**src/rtl/dma_stg_pkg.sv**
```systemverilog
package dma_stg_pkg;

    parameter int unsigned SZ_W       = 8;
    parameter int unsigned CNT_W      = 16;
    parameter int unsigned PERIPH_CAP = 32;

    localparam logic [SZ_W-1:0] PIECE_MAX = SZ_W'(PERIPH_CAP);

    typedef enum logic [1:0] {
        XM_MEM2MEM = 2'b00,
        XM_MEM2PER = 2'b01,
        XM_PER2MEM = 2'b10,
        XM_RSVD    = 2'b11
    } xfer_mode_e;

    typedef enum logic [1:0] {
        ST_IDLE,
        ST_FILL,
        ST_DRAIN
    } seq_state_e;

    typedef struct packed {
        xfer_mode_e      mode;
        logic [SZ_W-1:0] cap;
        logic [SZ_W-1:0] port;
        logic [SZ_W-1:0] dst;
    } stg_cfg_t;

    typedef struct packed {
        logic [SZ_W-1:0] src_size;
        logic [SZ_W-1:0] dst_size;
        logic            src_periph;
        logic            dst_periph;
    } side_plan_t;

    typedef struct packed {
        logic            write;
        logic            periph;
        logic [SZ_W-1:0] size;
    } xfer_req_t;

    function automatic logic [SZ_W-1:0] min_sz(input logic [SZ_W-1:0] a,
                                                input logic [SZ_W-1:0] b);
        return (a < b) ? a : b;
    endfunction

    function automatic logic [SZ_W-1:0] piece_size(input logic [SZ_W-1:0] port);
        return (port == '0 || port > PIECE_MAX) ? PIECE_MAX : port;
    endfunction

    function automatic logic [SZ_W-1:0] mm_dst(input logic [SZ_W-1:0] dst,
                                                input logic [SZ_W-1:0] cap);
        return (dst == '0 || dst > cap) ? cap : dst;
    endfunction

    function automatic logic [SZ_W-1:0] cap_or_rem(input logic [CNT_W-1:0] rem,
                                                    input logic [SZ_W-1:0]  cap);
        return (rem < CNT_W'(cap)) ? rem[SZ_W-1:0] : cap;
    endfunction

endpackage

```
**src/rtl/stg_side_plan.sv**
```systemverilog
module stg_side_plan
    import dma_stg_pkg::*;
(
    input  stg_cfg_t   cfg,
    output side_plan_t plan
);
    logic [SZ_W-1:0] piece;
    logic [SZ_W-1:0] mdst;

    assign piece = piece_size(cfg.port);
    assign mdst  = mm_dst(cfg.dst, cfg.cap);

    always_comb begin
        plan = '0;
        unique case (cfg.mode)
            XM_MEM2PER: begin
                plan.src_size   = cfg.cap;
                plan.dst_size   = piece;
                plan.src_periph = 1'b0;
                plan.dst_periph = 1'b1;
            end
            XM_PER2MEM: begin
                plan.src_size   = piece;
                plan.dst_size   = cfg.cap;
                plan.src_periph = 1'b1;
                plan.dst_periph = 1'b0;
            end
            default: begin
                plan.src_size   = cfg.cap;
                plan.dst_size   = mdst;
                plan.src_periph = 1'b0;
                plan.dst_periph = 1'b0;
            end
        endcase
    end
endmodule

```
**src/rtl/stg_fill_drain_fsm.sv**
```systemverilog
module stg_fill_drain_fsm
    import dma_stg_pkg::*;
(
    input  logic             clk,
    input  logic             rst,
    input  logic             launch,
    input  logic [CNT_W-1:0] launch_cnt,
    input  logic [SZ_W-1:0]  launch_cap,
    input  logic [SZ_W-1:0]  cap,
    input  side_plan_t       plan,
    input  logic             xfer_done,
    output logic             req_valid,
    output xfer_req_t        req,
    output logic             eod,
    output logic             busy
);
    seq_state_e       state_q;
    logic [CNT_W-1:0] rem_q;
    logic [SZ_W-1:0]  occ_q;
    logic [SZ_W-1:0]  fill_left_q;
    logic             eod_q;
    logic [SZ_W-1:0]  cur_size;
    logic [CNT_W-1:0] rem_after;

    always_comb begin
        cur_size = '0;
        if (state_q == ST_FILL)       cur_size = min_sz(plan.src_size, fill_left_q);
        else if (state_q == ST_DRAIN) cur_size = min_sz(plan.dst_size, occ_q);
    end

    assign rem_after = rem_q - CNT_W'(cur_size);

    always_ff @(posedge clk) begin
        if (rst) begin
            state_q     <= ST_IDLE;
            rem_q       <= '0;
            occ_q       <= '0;
            fill_left_q <= '0;
            eod_q       <= 1'b0;
        end else begin
            eod_q <= 1'b0;
            unique case (state_q)
                ST_IDLE: begin
                    if (launch) begin
                        if (launch_cnt == '0) begin
                            eod_q <= 1'b1;
                        end else begin
                            state_q     <= ST_FILL;
                            rem_q       <= launch_cnt;
                            occ_q       <= '0;
                            fill_left_q <= cap_or_rem(launch_cnt, launch_cap);
                        end
                    end
                end
                ST_FILL: begin
                    if (xfer_done) begin
                        occ_q       <= occ_q + cur_size;
                        fill_left_q <= fill_left_q - cur_size;
                        if (cur_size == fill_left_q) state_q <= ST_DRAIN;
                    end
                end
                ST_DRAIN: begin
                    if (xfer_done) begin
                        occ_q <= occ_q - cur_size;
                        rem_q <= rem_after;
                        if (cur_size == occ_q) begin
                            if (rem_after == '0) begin
                                state_q <= ST_IDLE;
                                eod_q   <= 1'b1;
                            end else begin
                                state_q     <= ST_FILL;
                                fill_left_q <= cap_or_rem(rem_after, cap);
                            end
                        end
                    end
                end
                default: state_q <= ST_IDLE;
            endcase
        end
    end

    assign req_valid  = (state_q == ST_FILL) || (state_q == ST_DRAIN);
    assign req.write  = (state_q == ST_DRAIN);
    assign req.periph = (state_q == ST_DRAIN) ? plan.dst_periph :
                        (state_q == ST_FILL)  ? plan.src_periph : 1'b0;
    assign req.size   = cur_size;
    assign eod        = eod_q;
    assign busy       = req_valid;
endmodule

```
**src/rtl/dma_stg_seq.sv**
```systemverilog
module dma_stg_seq
    import dma_stg_pkg::*;
(
    input  logic             clk,
    input  logic             rst,
    input  logic             start,
    input  logic [1:0]       mode,
    input  logic [SZ_W-1:0]  buf_cap,
    input  logic [SZ_W-1:0]  port_size,
    input  logic [SZ_W-1:0]  mm_dst_size,
    input  logic [CNT_W-1:0] byte_count,
    input  logic             xfer_done,
    output logic             req_valid,
    output logic             req_write,
    output logic             req_periph,
    output logic [SZ_W-1:0]  req_size,
    output logic             eod,
    output logic             busy
);
    stg_cfg_t   cfg_q;
    side_plan_t plan;
    xfer_req_t  req;
    logic       launch;
    logic       busy_w;

    assign launch = start && !busy_w && (xfer_mode_e'(mode) != XM_RSVD) && (buf_cap != '0);

    always_ff @(posedge clk) begin
        if (rst) begin
            cfg_q <= '0;
        end else if (launch) begin
            cfg_q.mode <= xfer_mode_e'(mode);
            cfg_q.cap  <= buf_cap;
            cfg_q.port <= port_size;
            cfg_q.dst  <= mm_dst_size;
        end
    end

    stg_side_plan u_plan (
        .cfg  (cfg_q),
        .plan (plan)
    );

    stg_fill_drain_fsm u_fsm (
        .clk        (clk),
        .rst        (rst),
        .launch     (launch),
        .launch_cnt (byte_count),
        .launch_cap (buf_cap),
        .cap        (cfg_q.cap),
        .plan       (plan),
        .xfer_done  (xfer_done),
        .req_valid  (req_valid),
        .req        (req),
        .eod        (eod),
        .busy       (busy_w)
    );

    assign busy       = busy_w;
    assign req_write  = req.write;
    assign req_periph = req.periph;
    assign req_size   = req.size;
endmodule

```
**config.mk**
```make
export PLATFORM = sky130hd
export DESIGN_NAME = dma_stg_seq
export DESIGN_NICKNAME = d
export VERILOG_FILES = /design/src/rtl/dma_stg_pkg.sv /design/src/rtl/stg_side_plan.sv /design/src/rtl/stg_fill_drain_fsm.sv /design/src/rtl/dma_stg_seq.sv
export SDC_FILE = /design/constraint.sdc
export NUM_CORES = 1
export LEC_CHECK = 0
export ABC_AREA = 0
export CAP_MARGIN = 20
export CORE_ASPECT_RATIO = 0.9
export CORE_UTILIZATION = 45
export DETAILED_ROUTE_END_ITERATION = 8
export DONT_BUFFER_PORTS = 1
export SYNTH_ARGS = -nofsm -noshare
export SYNTH_HDL_FRONTEND = slang
export SYNTH_SLANG_ARGS = --single-unit
```
**constraint.sdc**
```tcl
create_clock -name clk -period 9.2 [get_ports clk]
set_input_delay 0 -clock clk [delete_from_list [all_inputs] [get_ports clk]]
set_output_delay 0 -clock clk [all_outputs]
set_load 0.05 [all_outputs]
```
---- Word level (Yosys, flattened, before mapping) ----
Index checks and enable logic that the tools add are counted.
storage, ports and cells
  memory bits (writable) .................. 0
  flip-flop bits (word level) ............. 61
  output and inout port bits .............. 13
  bits in read-only memories .............. 0
  memories kept ........................... 0
  bits in latches ......................... 0
operators by class
  reduce and logical (&&, ||, !) cells .... 19
  div/mod/pow operators ................... 0
  magnitude comparators ................... 6
  shift operators ......................... 0
  muxes and demuxes ....................... 41
  bitwise logic cells ..................... 0
  $mul .................................... 0
  equality and inequality tests ........... 14
  add/subtract/negate cells ............... 4
operator list
  kind                  count
  $mux W8               18
  $mux W16              3
  $pmux W8 S3           2
  $pmux W18 S2          1
  $logic_not A16 Y1     2
  $lt A16 B8 Y1         2
  $pmux W16 S2          1
  $eq A8 B8 Y1          2
  $logic_not A8 Y1      2
  $lt A8 B8 Y1          2
  $sub A16 B8 Y16       1
  $sub A8 B8 Y8         2
  $ne A2 B2 Y1 const B  7
  $mux W2               6
  $add A8 B8 Y8         1
  $gt A8 B6 Y1 const B  1
  $gt A8 B8 Y1          1
  $mux W1               8
  $reduce_bool A8 Y1    1
  $reduce_and A7 Y1     1
  $pmux W2 S3           1
  $reduce_and A6 Y1     1
  $reduce_and A5 Y1     1
  $eq A2 B1 Y1 const B  2
  10 further kinds      15

---- Longest topological paths before layout ----
  depth in word-level cells ............... 15
  mapped depth ............................ 36
  mapped depth without buffers ............ 35

---- Modules after synthesis ----
A second synthesis with hierarchy kept.
unflattened totals
  cell total of the unflattened synthesis .. 812
  area total of the unflattened synthesis .. 6,423.7 µm²
modules (own cells, without submodules)
  module              seq. area each (µm²)  cells an instance  times used  area each (µm²)
  stg_fill_drain_fsm  700.7                 622                1           4,677.0
  dma_stg_seq         520.5                 116                1           1,196.1
  stg_side_plan       0.0                   74                 1           550.5

---- Least setup slack after synthesis ----
Ideal clock, no wire load.
  path type ............................... reg-to-reg
  from .................................... reg cfg_q[9] in the netlist's numbering
  to ...................................... reg u_fsm.fill_left_q[3]
  setup slack ............................. 1,340 ps
  arrival time ............................ 7,728 ps
  clock period less this slack ............ 7,860 ps
  required time ........................... 9,069 ps
  cell stages (with the launch flop) ...... 30
  library setup time ...................... 131 ps
  cell sequence ........................... dfxtp_1 > or4_1 > nor2_1 > xor2_1 > or3_1 > or2_1 > a22o_1 > ha_1 > a21oi_1 > o21a_1 > nand2_1 > o21a_1 > buf_1 > and2_1 > o32ai_1 > ha_1 > inv_1 > fa_1 > a21oi_1 > inv_1 > a21oi_1 > xnor2_1 > ha_1 > a21o_1 > a211oi_1 > o21ai_4 > nor2_8 > mux2_4 > a221oi_2 > o32ai_2
between the ends
  word-level cells in the longest chain between the ends .. 15
ends and longest elaborated chain
  what                                                     RTL line                  source
  start: declaration                                       dma_stg_seq.sv:20         stg_cfg_t cfg_q;
  $gt A8 B6 Y1 / $logic_not A8 Y1 (equally long branches)  dma_stg_pkg.sv:48         return (port == '0 || port > PIECE_MAX) ? PIECE_MAX : port;
  $logic_or A1 B1 Y1                                       dma_stg_pkg.sv:48
  $mux W8 (*)                                              dma_stg_pkg.sv:48
  $pmux W18 S2 (*)                                         stg_side_plan.sv:15       unique case (cfg.mode)
  $lt A8 B8 Y1                                             dma_stg_pkg.sv:44         return (a < b) ? a : b;
  $mux W8                                                  dma_stg_pkg.sv:44
  $mux W8                                                  stg_fill_drain_fsm.sv:28  else if (state_q == ST_DRAIN) cur_size = min_sz(plan.dst_size, occ_q);
  $mux W8 (*)                                              stg_fill_drain_fsm.sv:27  if (state_q == ST_FILL) cur_size = min_sz(plan.src_size, fill_left_q);
  net req_size[0]                                          dma_stg_seq.sv:16         output logic [SZ_W-1:0] req_size,
  $sub A16 B8 Y16                                          stg_fill_drain_fsm.sv:31  assign rem_after = rem_q - CNT_W'(cur_size);
  $lt A16 B8 Y1                                            dma_stg_pkg.sv:58         return (rem < CNT_W'(cap)) ? rem[SZ_W-1:0] : cap;
  $mux W8                                                  dma_stg_pkg.sv:58
  $mux W8                                                  stg_fill_drain_fsm.sv:67  if (rem_after == '0) begin
  $mux W8                                                  stg_fill_drain_fsm.sv:66  if (cur_size == occ_q) begin
  $mux W8                                                  stg_fill_drain_fsm.sv:63  if (xfer_done) begin
  $pmux W8 S3                                              stg_fill_drain_fsm.sv:42  unique case (state_q)
  end signal: assignment                                   stg_fill_drain_fsm.sv:51  fill_left_q <= cap_or_rem(launch_cnt, launch_cap);
  end signal: assignment                                   stg_fill_drain_fsm.sv:58  fill_left_q <= fill_left_q - cur_size;
  end signal: assignment                                   stg_fill_drain_fsm.sv:72  fill_left_q <= cap_or_rem(rem_after, cap);
  end: declaration                                         stg_fill_drain_fsm.sv:20  logic [SZ_W-1:0] fill_left_q;
The timed path passes the listed nets; every way through them passes the cells marked *. The select of a mux whose other input is x is not followed.
A chain may end at the register's enable or synchronous reset.

---- Worst setup path after layout ----
  from .................................... reg, netlist name cfg_q[23]
  to ...................................... reg u_fsm.fill_left_q[7]
between the ends
  word-level cells in the longest chain between the ends .. 15
ends and longest elaborated chain
  what                RTL line                  source
  $gt A8 B8 Y1        dma_stg_pkg.sv:53         return (dst == '0 || dst > cap) ? cap : dst;
  $logic_or A1 B1 Y1  dma_stg_pkg.sv:53
  $mux W8             dma_stg_pkg.sv:53
  $pmux W18 S2 (*)    stg_side_plan.sv:15
  $lt A8 B8 Y1        dma_stg_pkg.sv:44
  $mux W8             dma_stg_pkg.sv:44
  $mux W8             stg_fill_drain_fsm.sv:28
  $mux W8 (*)         stg_fill_drain_fsm.sv:27
  net req_size[0]     dma_stg_seq.sv:16
  $sub A16 B8 Y16     stg_fill_drain_fsm.sv:31
  $lt A16 B8 Y1       dma_stg_pkg.sv:58
  $mux W8             dma_stg_pkg.sv:58
  $mux W8             stg_fill_drain_fsm.sv:67
  $mux W8             stg_fill_drain_fsm.sv:66
  $mux W8             stg_fill_drain_fsm.sv:63
  $pmux W8 S3         stg_fill_drain_fsm.sv:42
Marked as above.

==> metrics.cfg <==
[pwr]
p_comb_share_pct=73.6
ir_drop_mv=0.225
power_leakage_uw=0.00294
p_clk_share_pct=12.8
p_seq_share_pct=13.6
switching_share_pct=53.5
p_int_uw=1390
p_sw_uw=1600
power.density_nw_per_um2=425

[route]
avgViaCountPerCell=6.08
first_pass_iters=5
wl_per_cell_um=19.8
drtIter0Drc=480
vias=6040
ant_nets=0
wl_um=19600
remaining_drc_errors=0

[hold_path]
hp-class=in2reg

[synth]
yosysSeqAreaShare_pct=20.0
syn_area_um2=6100
async_reset_ff_share_pct=0
yosys.cell_count.top_type=nor2_1
synth_area_leaders=dfxtp_1 (20%), ha_1 (15%), nor2_1 (6.0%)
synthFlopType=dfxtp_1
synth_edf_count=0
synthTopCellsByCount=nor2_1 (98), ha_1 (73), nand2_1 (62)
synth_area_per_cell_um2=7.69
synth_top_area_share_pct=20.0
yosysWarnings=0
mappedNetlistNets=916
syn_inst=793
ys_types=72
synth_top_area_cell=dfxtp_1
synth_seq_cells=61

[critical_path]
startpoint_type=register
worstSetupStartpoint=cfg_q[23]
cp-endpoint=u_fsm.fill_left_q[7]
worstSetupEndpointType=register
reg2reg_to=u_fsm.fill_left_q[7]
arrival_ns=8.19
crit_type=reg2reg
critPathTopFamily=compound AO/OA/AOI/OAI gates
cp.depth=34
critPathRequiredTime_ns=9.39
r2r_slack_ns=1.20
path_max_fanout=15
cpPeakStageDelay_ns=0.53
cp.buffers_inverters=5
r2r-start=cfg_q[23]
r2r_cells=34
crit_path_top_delay_cell=nor3_1

[global_route]
antenna_found_initial=0
grt_pass1_wl_um=31100
grt_pass1_vias=5801
grt_max_degree=64
overflow=0
grt.total_usage_pct=28.0

[run_status]
violations=negative hold slack
outcome=complete, but fails checks

[sta]
whs_ns=-0.00547
fin_tns_setup_ns=0
slew-limit-headroom_pct=34.6
rsz0062_at_grt=false
period_share_pct=87.0
clock.fmax_mhz=125
fin_crit_ns=8.00
maxSlewViolCount=0
tightest_slew_ns=0.975
setup_violations=0
fin_worst_skew_ns=0.00811
finalHoldViolCount=2

[clock_network]
clock_latency_ns=0.35
clkTransAtPathRegs_ns=0.06
cts_max_level=3
numCtsBuffers=9
cts_buffer_depth=2
cts.sinks=61
ctsRootBufferMaster=clkbuf_16
ctsHoldBuffers=44
cts_resized=0
post-cts-setup-buffer-count=0
cts_tree=yes

[final_layout]
nets=947
fin_util_pct=54.5
drive_gt1_share_pct=7.12
syn2layout_area_growth_pct=15.5
diodes=0

[run]
cap_violations=0

[die]
start_util_pct=47.2
dieArea_um2=14000
ioPinCount=59
core_um2=12900
die_y_um=112
rows=39
die_x_um=125

[place]
gp_congestion=0.919
port-buffer-count=0
dpl.hpwl_um=14500

## cells by family after synthesis
logic type	after synthesis	synth area share (%)
xor+xnor	24	3.45
mux	43	7.32
simple gates	260	20.3
compound gates	225	25.8
buf+inv	103	6.85
flops	61	20.0
fa+ha+maj	77	16.3
## metrics by stage
stage	hold WS [ns]	power (µW)	setup slack, ns	instance area [µm²]	std cells
2_1_floorplan	0.139	2090	1.34	6100	793
3_3_place_gp	0.0800	2500	1.53	6250	932
3_5_place_dp	0.0820	2540	1.35	6250	932
4_1_cts	0.00246	2960	1.31	7040	992
5_1_grt	0.0102	3210	0.763	7050	993
6_report	-0.00547	2990	1.20	7050	993
## layer usage
metal  up-vias  global-route usage (%)  part of all wire [%]
li1       2924                       -                     -
met1      2896                    38.6                    48
met2       195                    44.3                    44
met3        25                    4.81                   6.1
met4         0                    9.16                   1.9
met5         -                       0                     0
## final cells by class
type | count | area, µm²
Multi-Input combinational cell | 629 | 4490
Clock buffer | 11 | 243
Inverter | 67 | 251
Sequential cell | 61 | 1220
Clock inverter | 5 | 83.8
Tap cell | 164 | 205
Timing Repair Buffer | 56 | 548
Fill cell | 1205 | 5890
## worst register-to-register path, delay by kind of cell, from the launching register on
| kind | cells | cell delay (ns) |
|---|---|---|
| AO/OA/AOI/OAI | 13 | 2.61 |
| AND/OR/NAND/NOR | 9 | 1.91 |
| adder cells (fa/ha/maj) | 5 | 1.59 |
| buffers and inverters | 5 | 0.60 |
| flip-flops | 1 | 0.40 |
| multiplexers | 1 | 0.37 |
| XOR/XNOR | 1 | 0.35 |
## cells in the final DEF, fill, tap and decap left out, drive strengths merged, types with 14 or more instances in the layout
cell type and instances:
dfxtp 61, nand3 15, mux2i 36, o21ai 41
dlygate4sd3 43, ha 73, nand2 62, a21oi 61
xnor2 15, a22oi 14, nor2 99, inv 66
## power groups by stage
stage,registers [µW],logic (µW),clock network [µW]
floorplan,376,1710,0
global placement,405,2100,0
detailed placement,408,2130,0
CTS,403,2170,387
global route,411,2400,395
finish,406,2200,384
## worst min-delay path by stage
stage / from / endpoint / slack (ns) / cells past startpoint
after floorplan: mode[0] / cfg_q[24] / 0.14 / 2
after global placement: rst / u_fsm.rem_q[9] / 0.08 / 1
after detailed placement: rst / u_fsm.occ_q[5] / 0.08 / 1
after CTS: rst / u_fsm.rem_q[11] / 0.002 / 2
after global routing: rst / u_fsm.rem_q[11] / 0.01 / 2
final: rst / u_fsm.rem_q[11] / -0.005 / 2
## state kept, by name, summed over array words and instances, names as in the netlist
name and flops:
u_fsm.rem_q 16, u_fsm.state_q 2, cfg_q 26, u_fsm.eod 1, u_fsm.fill_left_q 8, u_fsm.occ_q 8
Power figures use the tool's default switching activity.
